File: config.mk
export PLATFORM = sky130hd
export DESIGN_NAME = bytedma_engine
export DESIGN_NICKNAME = d
export VERILOG_FILES = /design/src/rtl/bytedma_pkg.sv /design/src/rtl/bytedma_port.sv /design/src/rtl/bytedma_count.sv /design/src/rtl/bytedma_seq.sv /design/src/rtl/bytedma_engine.sv
export SDC_FILE = /design/constraint.sdc
export NUM_CORES = 1
export LEC_CHECK = 0
export ABC_AREA = 1
export BUFFER_PORTS_ARGS = -buffer_cell sky130_fd_sc_hd__buf_2
export CORE_ASPECT_RATIO = 0.6
export CORE_UTILIZATION = 46
export DETAILED_ROUTE_END_ITERATION = 10
export GPL_TIMING_DRIVEN = 0
export HOLD_SLACK_MARGIN = 0.08
export PLACE_DENSITY = 0.65
export SETUP_SLACK_MARGIN = 0.02
export SLEW_MARGIN = 20
export SYNTH_ARGS = -nofsm -noshare
export SYNTH_HDL_FRONTEND = slang
export SYNTH_SLANG_ARGS = --single-unit
export TNS_END_PERCENT = 20
File: constraint.sdc
create_clock -name clk -period 3.6 [get_ports clk]
set_input_delay 0.54 -clock clk [delete_from_list [all_inputs] [get_ports clk]]
set_output_delay 0.54 -clock clk [all_outputs]
set_load 0.02 [all_outputs]
File: src/rtl/bytedma_pkg.sv
package bytedma_pkg;

   // mode byte fields
   localparam int MB_XFER = 0;
   localparam int MB_SRCH = 1;
   localparam int MB_AFWD = 2;
   localparam int MB_CONT = 3;
   localparam int MODE_W  = 4;

   // port option byte fields
   localparam int PF_IO   = 3;
   localparam int PF_UP   = 4;
   localparam int PF_HOLD = 5;

   // register select codes
   localparam logic [2:0] SEL_MODE = 3'd0;
   localparam logic [2:0] SEL_PFA  = 3'd1;
   localparam logic [2:0] SEL_ADRA = 3'd3;
   localparam logic [2:0] SEL_LEN  = 3'd5;
   localparam logic [2:0] SEL_MVAL = 3'd6;
   localparam logic [2:0] SEL_MSK  = 3'd7;

   typedef enum logic [1:0] {
      ST_IDLE = 2'd0,
      ST_RD   = 2'd1,
      ST_WR   = 2'd2,
      ST_FIN  = 2'd3
   } seq_st_e;

   typedef struct packed {
      logic hold;
      logic up;
      logic io;
   } pflag_t;

endpackage

File: src/rtl/bytedma_port.sv
module bytedma_port
   import bytedma_pkg::*;
#(
   parameter int ADDR_W = 16
) (
   input  logic              clk,
   input  logic              rst_n,
   input  logic              ld_flags,
   input  logic              ld_addr,
   input  logic [ADDR_W-1:0] ld_data,
   input  logic              step,
   output logic [ADDR_W-1:0] addr,
   output logic              io
);

   pflag_t            fl_q;
   logic [ADDR_W-1:0] a_q;

   always_ff @(posedge clk or negedge rst_n) begin
      if (!rst_n) begin
         fl_q <= '0;
         a_q  <= '0;
      end else begin
         if (ld_flags) begin
            fl_q.hold <= ld_data[PF_HOLD];
            fl_q.up   <= ld_data[PF_UP];
            fl_q.io   <= ld_data[PF_IO];
         end
         if (ld_addr) begin
            a_q <= ld_data;
         end else if (step && !fl_q.hold) begin
            a_q <= fl_q.up ? a_q + ADDR_W'(1) : a_q - ADDR_W'(1);
         end
      end
   end

   assign addr = a_q;
   assign io   = fl_q.io;


   addr_hold_chk: assert property (@(posedge clk) disable iff (!rst_n)
      (step && fl_q.hold && !ld_addr && !ld_flags) |=> $stable(addr));


   addr_move_chk: assert property (@(posedge clk) disable iff (!rst_n)
      (step && !fl_q.hold && !ld_addr) |=> (addr != $past(addr)));

endmodule

File: src/rtl/bytedma_count.sv
module bytedma_count #(
   parameter int CNT_W = 16
) (
   input  logic             clk,
   input  logic             rst_n,
   input  logic             clr,
   input  logic             inc,
   input  logic             ld_len,
   input  logic [CNT_W-1:0] len_in,
   output logic             last_byte
);

   logic [CNT_W-1:0] cnt_q;
   logic [CNT_W-1:0] len_q;
   logic             wrap_next;
   logic             len_hit;

   always_ff @(posedge clk or negedge rst_n) begin
      if (!rst_n) begin
         cnt_q <= '0;
         len_q <= '0;
      end else begin
         if (ld_len) len_q <= len_in;
         if (clr) cnt_q <= '0;
         else if (inc) cnt_q <= cnt_q + CNT_W'(1);
      end
   end

   // the byte now finishing makes the count cnt_q+1; "count minus one" is cnt_q
   assign wrap_next = &cnt_q;
   assign len_hit   = (len_q != '0) && (cnt_q >= len_q);
   assign last_byte = wrap_next || len_hit;


   cnt_clear_chk: assert property (@(posedge clk) disable iff (!rst_n)
      clr |=> (cnt_q == '0));


   cnt_step_chk: assert property (@(posedge clk) disable iff (!rst_n)
      (inc && !clr) |=> (cnt_q == $past(cnt_q) + CNT_W'(1)));

endmodule

File: src/rtl/bytedma_seq.sv
module bytedma_seq
   import bytedma_pkg::*;
#(
   parameter int ADDR_W = 16,
   parameter int DATA_W = 8
) (
   input  logic              clk,
   input  logic              rst_n,
   input  logic              start,
   input  logic              resume,
   input  logic              clr,
   input  logic              m_xfer,
   input  logic              m_srch,
   input  logic              m_cont,
   input  logic [ADDR_W-1:0] src_addr,
   input  logic              src_io,
   input  logic [ADDR_W-1:0] dst_addr,
   input  logic              dst_io,
   input  logic [DATA_W-1:0] match_val,
   input  logic [DATA_W-1:0] match_msk,
   input  logic              last_byte,
   output logic              bus_req,
   output logic              bus_we,
   output logic              bus_io,
   output logic [ADDR_W-1:0] bus_addr,
   output logic [DATA_W-1:0] bus_wdata,
   input  logic [DATA_W-1:0] bus_rdata,
   input  logic              bus_ready,
   output logic              step,
   output logic              cnt_inc,
   output logic              idle,
   output logic              busy,
   output logic              end_flag,
   output logic              match_flag,
   output logic              irq
);

   seq_st_e           st_q;
   logic              working_q;
   logic              go_q;
   logic              first_done_q;
   logic              hit_q;
   logic              end_q;
   logic              mat_q;
   logic              irq_q;
   logic [DATA_W-1:0] data_q;
   logic              launch;
   logic              hit_now;
   logic              stop_now;

   assign idle     = (st_q == ST_IDLE);
   assign launch   = idle && working_q && (m_cont || go_q) && !clr;
   assign step     = launch && first_done_q;
   assign cnt_inc  = (st_q == ST_FIN);
   assign hit_now  = m_srch && (((bus_rdata ^ match_val) & ~match_msk) == '0);
   assign stop_now = hit_q || last_byte;

   always_ff @(posedge clk or negedge rst_n) begin
      if (!rst_n) begin
         st_q         <= ST_IDLE;
         working_q    <= 1'b0;
         go_q         <= 1'b0;
         first_done_q <= 1'b0;
         hit_q        <= 1'b0;
         end_q        <= 1'b0;
         mat_q        <= 1'b0;
         irq_q        <= 1'b0;
         data_q       <= '0;
      end else begin
         irq_q <= 1'b0;
         unique case (st_q)
            ST_IDLE: begin
               if (launch) begin
                  go_q         <= 1'b0;
                  first_done_q <= 1'b1;
                  st_q         <= ST_RD;
               end
            end
            ST_RD: begin
               if (bus_ready) begin
                  data_q <= bus_rdata;
                  hit_q  <= hit_now;
                  st_q   <= m_xfer ? ST_WR : ST_FIN;
               end
            end
            ST_WR: begin
               if (bus_ready) st_q <= ST_FIN;
            end
            ST_FIN: begin
               st_q <= ST_IDLE;
               if (stop_now) begin
                  working_q <= 1'b0;
                  end_q     <= last_byte;
                  mat_q     <= hit_q;
                  irq_q     <= 1'b1;
               end
            end
            default: st_q <= ST_IDLE;
         endcase
         if (resume && working_q && !launch) go_q <= 1'b1;
         if (clr) begin
            end_q        <= 1'b0;
            mat_q        <= 1'b0;
            first_done_q <= 1'b0;
            hit_q        <= 1'b0;
         end
         if (start) begin
            working_q <= 1'b1;
            go_q      <= 1'b1;
         end
      end
   end

   always_comb begin
      bus_req   = (st_q == ST_RD) || (st_q == ST_WR);
      bus_we    = (st_q == ST_WR);
      bus_io    = bus_we ? dst_io : src_io;
      bus_addr  = bus_we ? dst_addr : src_addr;
      bus_wdata = bus_we ? data_q : '0;
   end

   assign busy       = working_q;
   assign end_flag   = end_q;
   assign match_flag = mat_q;
   assign irq        = irq_q;


   irq_pulse_chk: assert property (@(posedge clk) disable iff (!rst_n)
      irq |=> !irq);


   irq_idle_chk: assert property (@(posedge clk) disable iff (!rst_n)
      irq |-> !busy);


   match_needs_srch_chk: assert property (@(posedge clk) disable iff (!rst_n)
      $rose(match_flag) |-> m_srch);


   single_wait_chk: assert property (@(posedge clk) disable iff (!rst_n)
      (st_q == ST_FIN && !stop_now && !m_cont && !resume && !start) |=> !bus_req [*2]);

endmodule

File: src/rtl/bytedma_engine.sv
module bytedma_engine
   import bytedma_pkg::*;
#(
   parameter int ADDR_W = 16,
   parameter int DATA_W = 8,
   parameter int CNT_W  = 16
) (
   input  logic              clk,
   input  logic              rst_n,
   input  logic              ld_en,
   input  logic [2:0]        ld_sel,
   input  logic [ADDR_W-1:0] ld_data,
   input  logic              start,
   input  logic              resume,
   output logic              bus_req,
   output logic              bus_we,
   output logic              bus_io,
   output logic [ADDR_W-1:0] bus_addr,
   output logic [DATA_W-1:0] bus_wdata,
   input  logic [DATA_W-1:0] bus_rdata,
   input  logic              bus_ready,
   output logic              busy,
   output logic              end_flag,
   output logic              match_flag,
   output logic              irq
);

   localparam int NPORT = 2;

   generate
      if (ADDR_W < 8) begin : g_bad_addr
         $error("bytedma_engine: ADDR_W must be at least 8");
      end
      if (CNT_W > ADDR_W || CNT_W < 2) begin : g_bad_cnt
         $error("bytedma_engine: CNT_W must lie in 2..ADDR_W");
      end
      if (DATA_W > ADDR_W || DATA_W < 1) begin : g_bad_data
         $error("bytedma_engine: DATA_W must lie in 1..ADDR_W");
      end
   endgenerate

   logic              idle;
   logic              ld_ok;
   logic              start_ok;
   logic              clr;
   logic              step;
   logic              cnt_inc;
   logic              last_byte;
   logic [MODE_W-1:0] mode_q;
   logic [DATA_W-1:0] mval_q;
   logic [DATA_W-1:0] msk_q;
   logic [ADDR_W-1:0] p_addr [NPORT];
   logic              p_io   [NPORT];
   logic [NPORT-1:0]  p_ldf;
   logic [NPORT-1:0]  p_lda;
   logic [ADDR_W-1:0] src_addr;
   logic [ADDR_W-1:0] dst_addr;
   logic              src_io;
   logic              dst_io;

   assign ld_ok    = ld_en && idle;
   assign start_ok = start && idle;
   assign clr      = start_ok || (|p_lda);

   always_ff @(posedge clk or negedge rst_n) begin
      if (!rst_n) begin
         mode_q <= '0;
         mval_q <= '0;
         msk_q  <= '0;
      end else if (ld_ok) begin
         if (ld_sel == SEL_MODE) mode_q <= ld_data[MODE_W-1:0];
         if (ld_sel == SEL_MVAL) mval_q <= ld_data[DATA_W-1:0];
         if (ld_sel == SEL_MSK)  msk_q  <= ld_data[DATA_W-1:0];
      end
   end

   genvar gi;
   generate
      for (gi = 0; gi < NPORT; gi++) begin : g_port
         assign p_ldf[gi] = ld_ok && (ld_sel == SEL_PFA + 3'(gi));
         assign p_lda[gi] = ld_ok && (ld_sel == SEL_ADRA + 3'(gi));
         bytedma_port #(.ADDR_W(ADDR_W)) u_port (
            .clk      (clk),
            .rst_n    (rst_n),
            .ld_flags (p_ldf[gi]),
            .ld_addr  (p_lda[gi]),
            .ld_data  (ld_data),
            .step     (step),
            .addr     (p_addr[gi]),
            .io       (p_io[gi])
         );
      end
   endgenerate

   always_comb begin
      if (mode_q[MB_AFWD]) begin
         src_addr = p_addr[0];
         src_io   = p_io[0];
         dst_addr = p_addr[1];
         dst_io   = p_io[1];
      end else begin
         src_addr = p_addr[1];
         src_io   = p_io[1];
         dst_addr = p_addr[0];
         dst_io   = p_io[0];
      end
   end

   bytedma_count #(.CNT_W(CNT_W)) u_count (
      .clk       (clk),
      .rst_n     (rst_n),
      .clr       (clr),
      .inc       (cnt_inc),
      .ld_len    (ld_ok && (ld_sel == SEL_LEN)),
      .len_in    (ld_data[CNT_W-1:0]),
      .last_byte (last_byte)
   );

   bytedma_seq #(.ADDR_W(ADDR_W), .DATA_W(DATA_W)) u_seq (
      .clk        (clk),
      .rst_n      (rst_n),
      .start      (start_ok),
      .resume     (resume),
      .clr        (clr),
      .m_xfer     (mode_q[MB_XFER]),
      .m_srch     (mode_q[MB_SRCH]),
      .m_cont     (mode_q[MB_CONT]),
      .src_addr   (src_addr),
      .src_io     (src_io),
      .dst_addr   (dst_addr),
      .dst_io     (dst_io),
      .match_val  (mval_q),
      .match_msk  (msk_q),
      .last_byte  (last_byte),
      .bus_req    (bus_req),
      .bus_we     (bus_we),
      .bus_io     (bus_io),
      .bus_addr   (bus_addr),
      .bus_wdata  (bus_wdata),
      .bus_rdata  (bus_rdata),
      .bus_ready  (bus_ready),
      .step       (step),
      .cnt_inc    (cnt_inc),
      .idle       (idle),
      .busy       (busy),
      .end_flag   (end_flag),
      .match_flag (match_flag),
      .irq        (irq)
   );


   bus_hold_chk: assert property (@(posedge clk) disable iff (!rst_n)
      (bus_req && !bus_ready) |=> (bus_req && $stable(bus_we) && $stable(bus_io)
                                   && $stable(bus_addr) && $stable(bus_wdata)));


   write_gate_chk: assert property (@(posedge clk) disable iff (!rst_n)
      (bus_req && bus_we) |-> mode_q[MB_XFER]);


   always_ff @(posedge clk) begin
      if (!rst_n) begin
         reset_quiet_chk: assert (!bus_req && !irq);
      end
   end

endmodule

==> results.yml, run 1 <==
run_status:
  outcome: "complete, no violations"
floorplanning:
  core_mm2: 0.0145
  start_util_pct: 47.3
  die_x_um: 160
  io_pins: 64
  die-area_mm2: 0.0154
  die_h_um: 96.6
  rows: 34
critical_path:
  critPathKind: "reg -> out"
  end_kind: "output pin"
  crit_arrival_ps: 2580
  critPathMaxFanout: 10
  critPathLaunchType: "flip-flop"
  cp.required_ps: 3060
route:
  vias_per_cell: 5.19
  dr.pass1.iters: 6
  wl_per_cell_um: 15.5
  ant_nets: 0
  drtIter0Drc: 582
  drc: 0
  wl_um: 18000
  vias: 6013
synthesis:
  syn_area_mm2: 0.00686
  synth_enable_flop_cells: 0
  synthesis.instances: 881
  synth_fp_nets: 966
  syn-mean-instance-area_um2: 7.79
  ys_seq_area_share_pct: 39.0
  synth-main-ff-cell: "dfrtp_1"
  ys_seq_elements: 107
  yosys_warnings: 0
  async_flop_share_pct: 100
  synth.distinct_cells: 47
layout:
  drive_gt1_share_pct: 13.8
  final_nets: 1041
  ff_latch_area_mm2: 0.00268
  final_cell_area_mm2: 0.00775
  areaGrowthSynthToFinish_pct: 13.0
  multiInputGateArea_mm2: 0.00363
  n_antenna_cell: 0
  finalNonFillerCells: 1159
  fillers: 1359
sta:
  rsz0062_at_grt: "no"
  hold_ws_ps: 122
  finClkSkew_ps: 11.0
  hold_viol: 0
  tns_ps: 0
  fin_crit_sh_pct: 86.8
  setup_viol: 0
  timing.fmax_mhz: 320
  period_needed_ps: 3120
  report.final.slew_viol_count: 0
  slew_headroom_pct: 56.1
  worst_slew_pin_slew_ps: 657
clocking:
  cts_tree: "built"
  hold_buffers: 0
  cts_made_buffers: 9
  clk_latency_ps: 350
  path_clk_slew_ps: 80
  clock_path_buffers: 2
  root_buffer: "clkbuf_16"
  post_cts_resized: 0
  cts_setup_buffers: 0
  cts.sinks: 107
  cts-htree-levels: 3
global_route:
  grt_pass1_wl_um: 30000
  grt_use_total_pct: 24.8
  first_global_vias: 5631
  antenna_found_initial: 0
  grt-ovfl-total: 0
  grt_max_degree: 60
pwr:
  p_total_mw: 7.73
  powerDensity_mw_per_mm2: 997
  leakagePower_nw: 4.09
  vdd_ir_drop_max_v: 0.000423
placement:
  finalWeightedCongestion: 0.964
  port_buffers: 63
  dp_hpwl_um: 14100
  dpl-instance-area_mm2: 0.00746
  dp.cells: 1143
worst_hold_path:
  hp-class: "in -> async"
job:
  cap_violations: 0
-- Yosys cell counts (all sizes together), types with 4 or more instances --
cell	count	area share (%)
clkbuf	7	0.38
xor2	15	1.9
mux2	4	0.66
nand3	36	3.0
nor4	4	0.36
o211ai	7	1.1
nor2	60	3.5
o21bai	9	0.98
o21ai	82	6.1
xnor2	8	1.0
o22ai	5	0.46
buf	9	1.0
inv	119	6.6
nor3	15	1.1
nand2	253	15
o221ai	12	2.1
dfrtp	107	39
ha	50	9.1
a21oi	58	4.3
-- cells in the final DEF, fill, tap and decap left out, types with 9 or more instances in the layout --
cell,count
inv_1,115
a21oi_1,57
ha_1,50
nor3_1,15
dfrtp_1,107
o21ai_0,73
nor2_1,56
nand2_1,239
buf_2,68
xor2_1,15
nand2_2,11
nand3_1,33
clkbuf_16,9
o21bai_1,9
-- sequential cells by signal, indices dropped and copies added, names as in the netlist --
register,cells
g_port.u_port.addr,32
g_port.u_port.fl_q,4
g_port.u_port.io,2
mode_q,4
msk_q,8
mval_q,8
u_count.cnt_q,16
u_count.len_q,16
u_seq.busy,1
u_seq.data_q,8
u_seq.end_flag,1
u_seq.first_done_q,1
u_seq.go_q,1
u_seq.hit_q,1
u_seq.irq,1
u_seq.match_flag,1
u_seq.st_q,2
-- per-layer routing --
layer  wire length [um]  global-route usage (%)  part of all wire, %  vias up
met5                  0                       0                    0        -
met4                 75                    4.29                 0.42        0
met3               1250                    4.89                  7.0        6
met2               6510                    30.9                   36      194
met1              10200                    42.4                   56     2768
li1                   -                       -                    -     3045
-- worst paths after layout --
kind	from	cells after the start	slack (ps)	endpoint
max in group asynchronous	rst_n	2	2800	u_count.cnt_q[12]
worst min-delay path	rst_n	1	120	g_port[1].u_port.addr[2]
worst min register to register	msk_q[4]	2	490	msk_q[4]
min in group clk	bus_rdata[1]	3	420	u_seq.data_q[1]
worst max-delay path	u_seq.st_q[0]	8	480	bus_addr[13]
worst max register to register	g_port[0].u_port.fl_q[1]	10	940	g_port[0].u_port.addr[14]
-- cell families (layout without fill, tap and decap cells) --
logic type	count (synthesis)	after routing	synth area share, %
mux	4	4	0.656
xor+xnor	23	23	2.94
compound gates	186	186	16.3
fa+ha+maj	52	52	9.70
buf+inv	136	216	8.02
simple gates	373	373	23.3
flops	107	107	39.0
-- worst max-delay path, stage by stage (launching register included) --
cell and delay, ps:
dfrtp_1 410, inv_1 150, ha_1 180, buf_2 240, xor2_1 290, clkbuf_1 520
nand2_1 120, o21ai_0 130, buf_2 210
-- report_power, final --
group / leakage, nW / internal (mW) / switching [mW] / total, mW
combinational: 2.58 / 1.68 / 2.98 / 4.66
clock: 0.144 / 0.506 / 0.491 / 0.997
sequential: 1.37 / 1.69 / 0.381 / 2.07
total: 4.09 / 3.88 / 3.85 / 7.73
-- area by class of cell --
class	count	area share, %
repair buffers	64	4.50
plain buffers	16	1.23
well taps	198	3.19
clock buffers	10	3.08
clock inverters	6	0.726
multi-input cells	638	46.9
inverters	120	5.87
flip-flops and latches	107	34.5
-- through the flow --
stage	utilization [%]	setup slack (ps)
global route	53.5	271
CTS	53.5	500
finish	53.5	475
detailed placement	51.4	898
floorplan	-	1230
global placement	51.2	663
Note: power is estimated with default switching activity, not from simulation.
==> run 2: changes to the inputs <==
--- a/config.mk
+++ b/config.mk
@@ -8,6 +8,7 @@
 export ABC_AREA = 1
 export BUFFER_PORTS_ARGS = -buffer_cell sky130_fd_sc_hd__buf_2
 export CORE_ASPECT_RATIO = 0.6
+export CORE_MARGIN = 3
 export CORE_UTILIZATION = 46
 export DETAILED_ROUTE_END_ITERATION = 10
 export GPL_TIMING_DRIVEN = 0
==> results.yml, run 2 (synthesized netlist as in run 1, its figures left out) <==
run_status:
  outcome: "complete, no violations"
pwr:
  p_comb_share_pct: 59.1
  clockPowerShare_pct: 13.6
  leakagePower_nw: 4.10
  powerDensity_mw_per_mm2: 1000
  intPower_mw: 3.92
  swShare_pct: 49.6
  switching_power_mw: 3.86
  vdd_ir_drop_max_v: 0.000520
  seq_power_share_pct: 27.3
critical_path:
  critPathMaxStageDelay_ps: 420
  r2r_end: "g_port[0].u_port.addr[14]"
  crit_family: "buffers and inverters"
  cp.required_ps: 3060
  critPathKind: "reg -> out"
  timing.rr.start: "g_port[0].u_port.fl_q[1]"
  end_kind: "output pin"
  worst-path-buf-inv: 4
  crit_chain: "inv_1, ha_1, buf_2, xor2_1, buf_2, mux2_2, buf_2"
  crit_arrival_ps: 2470
  path_common_cell: "buf_2"
  critPathLaunchType: "flip-flop"
  critPathMaxFanout: 10
  reg2reg_setup_slack_ps: 990
  r2r_cells: 10
  critPathSlowestCell: "dfrtp_1"
global_route:
  grt-ovfl-total: 0
  grt_use_total_pct: 23.1
  first_global_vias: 5383
  grt_pass1_wl_um: 29500
  antenna_found_initial: 0
  grt_max_degree: 58
clocking:
  post_cts_resized: 0
  cts-htree-levels: 3
  root_buffer: "clkbuf_16"
  cts_made_buffers: 9
  cts.sinks: 107
  clk_latency_ps: 350
  path_clk_slew_ps: 80
  cts_setup_buffers: 0
  hold_buffers: 0
  clock_path_buffers: 2
  cts_tree: "built"
placement:
  finalWeightedCongestion: 0.887
  post-place-ws_ps: 992
  dp.cells: 1137
  dp_hpwl_um: 14400
  port_buffers: 63
route:
  wl_um: 18700
  ant_nets: 0
  drc: 0
  dr.pass1.iters: 5
  vias: 6074
  drtIter0Drc: 448
  vias_per_cell: 5.27
  wl_per_cell_um: 16.2
floorplanning:
  core_mm2: 0.0141
  io_pins: 64
  die_x_um: 164
  die-area_mm2: 0.0165
  die_h_um: 101
  start_util_pct: 48.6
  rows: 33
sta:
  timing.fmax_mhz: 332
  report.final.slew_viol_count: 0
  hold_viol: 0
  worst_slew_pin_slew_ps: 658
  tns_ps: 0
  slew_headroom_pct: 56.1
  period_needed_ps: 3010
  hold_ws_ps: 121
  finClkSkew_ps: 10.3
  rsz0062_at_grt: "no"
  fin_ws_ps: 592
  setup_viol: 0
  fin_crit_sh_pct: 83.6
layout:
  final_nets: 1041
  drive_gt1_share_pct: 13.8
  mostFrequentLayoutCells: "nand2_1 (239), inv_1 (115), dfrtp_1 (107)"
  final_common_cell: "nand2_1"
  largest_reg_flops: 32
  areaGrowthSynthToFinish_pct: 13.1
  fin_util_pct: 55.0
  finalNonFillerCells: 1153
  multiInputGateArea_mm2: 0.00363
  fillers: 1400
  ff_latch_area_mm2: 0.00268
  n_antenna_cell: 0
job:
  cap_violations: 0
worst_hold_path:
  hp-class: "in -> async"
-- run 2: changes by cell type in the layout (fill, tap and decap cells not counted) --
cell / previous run / this run
clkinvlp_4: 1 / 2
inv_8: 2 / 1
inv_6: 2 / 3
clkinv_4: 1 / 0
clkbuf_8: 1 / 0
bufinv_16: 0 / 1
-- run 2: how the worst max path moves through the flow --
stage	start	to	slack (ps)	cells after the start
after floorplan	u_seq.st_q[0]	bus_addr[10]	1230	6
after global placement	rst_n	u_count.cnt_q[13]	610	1
after detailed placement	u_seq.st_q[0]	bus_io	990	7
after CTS	u_seq.st_q[0]	bus_io	590	7
after global routing	u_seq.st_q[0]	bus_addr[4]	450	8
final	u_seq.st_q[0]	bus_addr[5]	590	7
-- run 2: area by class of cell --
| type | instances | area share, % |
|---|---|---|
| clock inverters | 7 | 1.06 |
| repair buffers | 64 | 4.50 |
| flip-flops and latches | 107 | 34.5 |
| plain buffers | 16 | 1.23 |
| inverters | 120 | 5.87 |
| well taps | 192 | 3.10 |
| multi-input cells | 638 | 46.8 |
| clock buffers | 9 | 2.90 |
-- run 2: per-stage QoR --
step,area [um2],power [mW]
after floorplan,6860,5.48
after global placement,7420,6.61
after detailed placement,7450,6.66
after CTS,7760,7.75
after global routing,7760,8.49
final,7760,7.78
-- run 2: routing by layer --
| layer | vias up | GRT usage (%) | share of wire (%) |
|---|---|---|---|
| li1 | 3056 | - | - |
| met1 | 2839 | 38.2 | 55 |
| met2 | 170 | 30.7 | 38 |
| met3 | 9 | 5.05 | 6.2 |
| met4 | 0 | 3.44 | 0.55 |
| met5 | - | 0 | 0 |
-- run 2: power by group through the flow --
stage	logic (mW)	registers (mW)	clock network (mW)
detailed placement	4.53	2.13	0
CTS	4.57	2.11	1.07
floorplan	3.48	2.00	0
finish	4.60	2.12	1.06
global placement	4.49	2.13	0
global route	5.19	2.18	1.11
-- run 2: worst reg2reg max path, stage by stage, from the launching register on --
cell and delay, ps:
dfrtp_1 430, inv_1 510, ha_1 400, nand3_1 100, nand3_1 130, a21boi_0 380
nor2_1 90, nand2_1 110, o21ai_0 140, nor2_1 150, o21ai_2 70
==> run 3: changes to the inputs <==
--- a/config.mk
+++ b/config.mk
@@ -5,7 +5,7 @@
 export SDC_FILE = /design/constraint.sdc
 export NUM_CORES = 1
 export LEC_CHECK = 0
-export ABC_AREA = 1
+export ABC_AREA = 0
 export BUFFER_PORTS_ARGS = -buffer_cell sky130_fd_sc_hd__buf_2
 export CORE_ASPECT_RATIO = 0.6
 export CORE_MARGIN = 3
@@ -13,7 +13,7 @@
 export DETAILED_ROUTE_END_ITERATION = 10
 export GPL_TIMING_DRIVEN = 0
 export HOLD_SLACK_MARGIN = 0.08
-export PLACE_DENSITY = 0.65
+export PLACE_DENSITY = 0.68
 export SETUP_SLACK_MARGIN = 0.02
 export SLEW_MARGIN = 20
 export SYNTH_ARGS = -nofsm -noshare
==> constraint.sdc (replaced) <==
create_clock -name clk -period 2.75 [get_ports clk]
set_input_delay 0.4125 -clock clk [delete_from_list [all_inputs] [get_ports clk]]
set_output_delay 0.4125 -clock clk [all_outputs]
set_load 0.02 [all_outputs]
==> results.yml, run 3 <==
run_status:
  outcome: "complete, no violations"
clocking:
  clock_path_buffers: 2
  path_clk_slew_ps: 90
  root_buffer: "clkbuf_16"
  clk_latency_ps: 360
  cts.sinks: 107
  cts-htree-levels: 3
  cts_made_buffers: 9
  cts_tree: "built"
sta:
  setup_viol: 0
  fin_ws_ps: 51.8
  slew_headroom_pct: 51.6
  worst_slew_pin_slew_ps: 724
  fin_crit_sh_pct: 98.1
  rsz0062_at_grt: "yes"
  finClkSkew_ps: 12.1
  hold_viol: 0
  timing.fmax_mhz: 371
  report.final.slew_viol_count: 0
  period_needed_ps: 2700
critical_path:
  worst-path-buf-inv: 4
  crit_family: "buffers and inverters"
  end_kind: "output pin"
  critPathMaxStageDelay_ps: 430
  crit_chain: "inv_1, ha_1, clkbuf_4, xnor2_4, buf_6, mux2_2, buf_2"
  critPathKind: "reg -> out"
  crit_arrival_ps: 2290
  critPathMaxFanout: 10
  cp.required_ps: 2340
  critPathSlowestCell: "dfrtp_1"
  critPathLaunchType: "flip-flop"
layout:
  mostFrequentLayoutCells: "dfrtp_1 (107), buf_2 (65), mux2_2 (53)"
  areaGrowthSynthToFinish_pct: 16.3
  fin_util_pct: 55.9
  final_common_cell: "dfrtp_1"
  drive_gt1_share_pct: 23.9
  finalNonFillerCells: 949
  largest_reg_flops: 32
  final_nets: 836
synthesis:
  synth.largest_area_cell: "dfrtp_1"
  yosys-top-cells-count: "dfrtp_1 (107), mux2_2 (53), ha_1 (50), nor2_1 (50)"
  synthSimpleGateAreaFrac_pct: 14.2
  yosys-top-cells-area: "dfrtp_1 (40%), ha_1 (9.3%), mux2_2 (8.9%)"
  syn-mean-instance-area_um2: 10.1
  synth_enable_flop_cells: 0
  synthMuxAreaShare_pct: 9.20
  synth_fa_ha_area_share_pct: 9.93
  synthesis.instances: 665
  synth-main-ff-cell: "dfrtp_1"
  synth-compound-area-share_pct: 19.0
  syn_area_mm2: 0.00670
  yosys_warnings: 0
  synth_top_area_share_pct: 39.9
  synth_xor_area_share_pct: 4.96
  synth_top_family_by_area: "compound AO/OA/AOI/OAI gates"
  synth_fp_nets: 750
  ys_seq_area_share_pct: 39.9
  ys_seq_elements: 107
  synth.distinct_cells: 69
  async_flop_share_pct: 100
  synth_most_common_cell: "dfrtp_1"
route:
  vias: 5683
  dr.pass1.iters: 5
  drtIter0Drc: 445
  drc: 0
  wl_um: 18900
  wl_per_cell_um: 19.9
  vias_per_cell: 5.99
  ant_nets: 0
floorplanning:
  core_mm2: 0.0140
  io_pins: 64
  rows: 33
  die_h_um: 99.5
  die-area_mm2: 0.0161
  die_x_um: 162
  start_util_pct: 48.0
global_route:
  grt_max_degree: 65
  antenna_found_initial: 3
  grt_pass1_wl_um: 29900
  grt-ovfl-total: 0
  grt_use_total_pct: 23.6
  first_global_vias: 5447
placement:
  dp_hpwl_um: 14000
  dp.cells: 921
  port_buffers: 63
  finalWeightedCongestion: 0.897
  post-place-ws_ps: -423
pwr:
  vdd_ir_drop_max_v: 0.000663
  leakagePower_nw: 3.57
  p_total_mw: 10.6
  powerDensity_mw_per_mm2: 1350
worst_hold_path:
  hp-class: "in -> reg"
job:
  cap_violations: 0
## run 3: changes by cell type after synthesis, moves of 8 or more
cell,previous run,this run
and2_1,1,9
xnor2_1,8,18
mux2_2,4,53
a221o_1,0,12
nand2_1,239,47
a211oi_1,1,10
o21ai_0,73,47
a21o_1,3,13
inv_1,115,26
nand2_2,11,0
nand4_1,2,10
a21oi_1,57,32
a22oi_1,3,15
nand3_1,33,10
## run 3: report_power, final
part | internal [mW] | switching (mW) | total [mW] | leakage, nW
logic | 2.77 | 3.60 | 6.36 | 2.07
registers | 2.22 | 0.543 | 2.77 | 1.33
clock network | 0.763 | 0.667 | 1.43 | 0.162
total | 5.75 | 4.80 | 10.6 | 3.57
## run 3: worst paths after layout
path	startpoint	endpoint	slack, ps	cells past startpoint
worst max register to register	g_port[1].u_port.fl_q[1]	g_port[1].u_port.addr[12]	110	9
max in group asynchronous	rst_n	msk_q[7]	1510	3
worst min register to register	u_seq.data_q[1]	u_seq.data_q[1]	510	1
min in group asynchronous	rst_n	g_port[1].u_port.addr[12]	550	2
worst min-delay path	bus_rdata[0]	u_seq.data_q[0]	310	2
worst max-delay path	u_seq.st_q[0]	bus_addr[9]	50	7
## run 3: cells by family (layout without fill, tap and decap cells)
logic type | Yosys count | in the layout
flip-flops | 107 | 107
AO/OA/AOI/OAI | 185 | 185
other | 0 | 1
XOR/XNOR | 38 | 38
buffers and inverters | 42 | 133
AND/OR/NAND/NOR | 186 | 186
multiplexers | 55 | 55
adder cells (fa/ha/maj) | 52 | 52
## run 3: repair_timing
| action | 4_1_cts | 5_1_grt |
|---|---|---|
| setup endpoints to repair | 27 | 34 |
| gates resized for setup | 8 | 14 |
| cloned | 0 | 0 |
| endpoints found under the hold margin | 43 | 0 |
| hold buffers | 1 | 0 |
| pin swaps | 1 | 2 |
| setup buffers | 5 | 5 |
## run 3: final cells by class
cell class,instances,area [um2]
Timing Repair Buffer,75,447
Inverter,26,105
Fill cell,1268,6160
Tap cell,192,240
Clock buffer,10,239
Multi-Input combinational cell,516,3900
Buffer,16,93.8
Antenna cell,1,2.50
Sequential cell,107,2680
Clock inverter,6,88.8
## run 3: per-stage QoR
stage	cell area (um2)	setup TNS, ps	hold WS [ps]
after floorplan	6700	0	117
after global placement	7260	-3130	482
after detailed placement	7290	-4490	367
after CTS	7700	-189	308
after global routing	7800	-79.0	304
final	7800	0	311
## run 3: per-layer routing
layer  wire length [um]  track usage (%)
met1               9510             37.1
met2               7750             33.2
met3               1450             5.70
met4                173             4.13
met5                 14                0
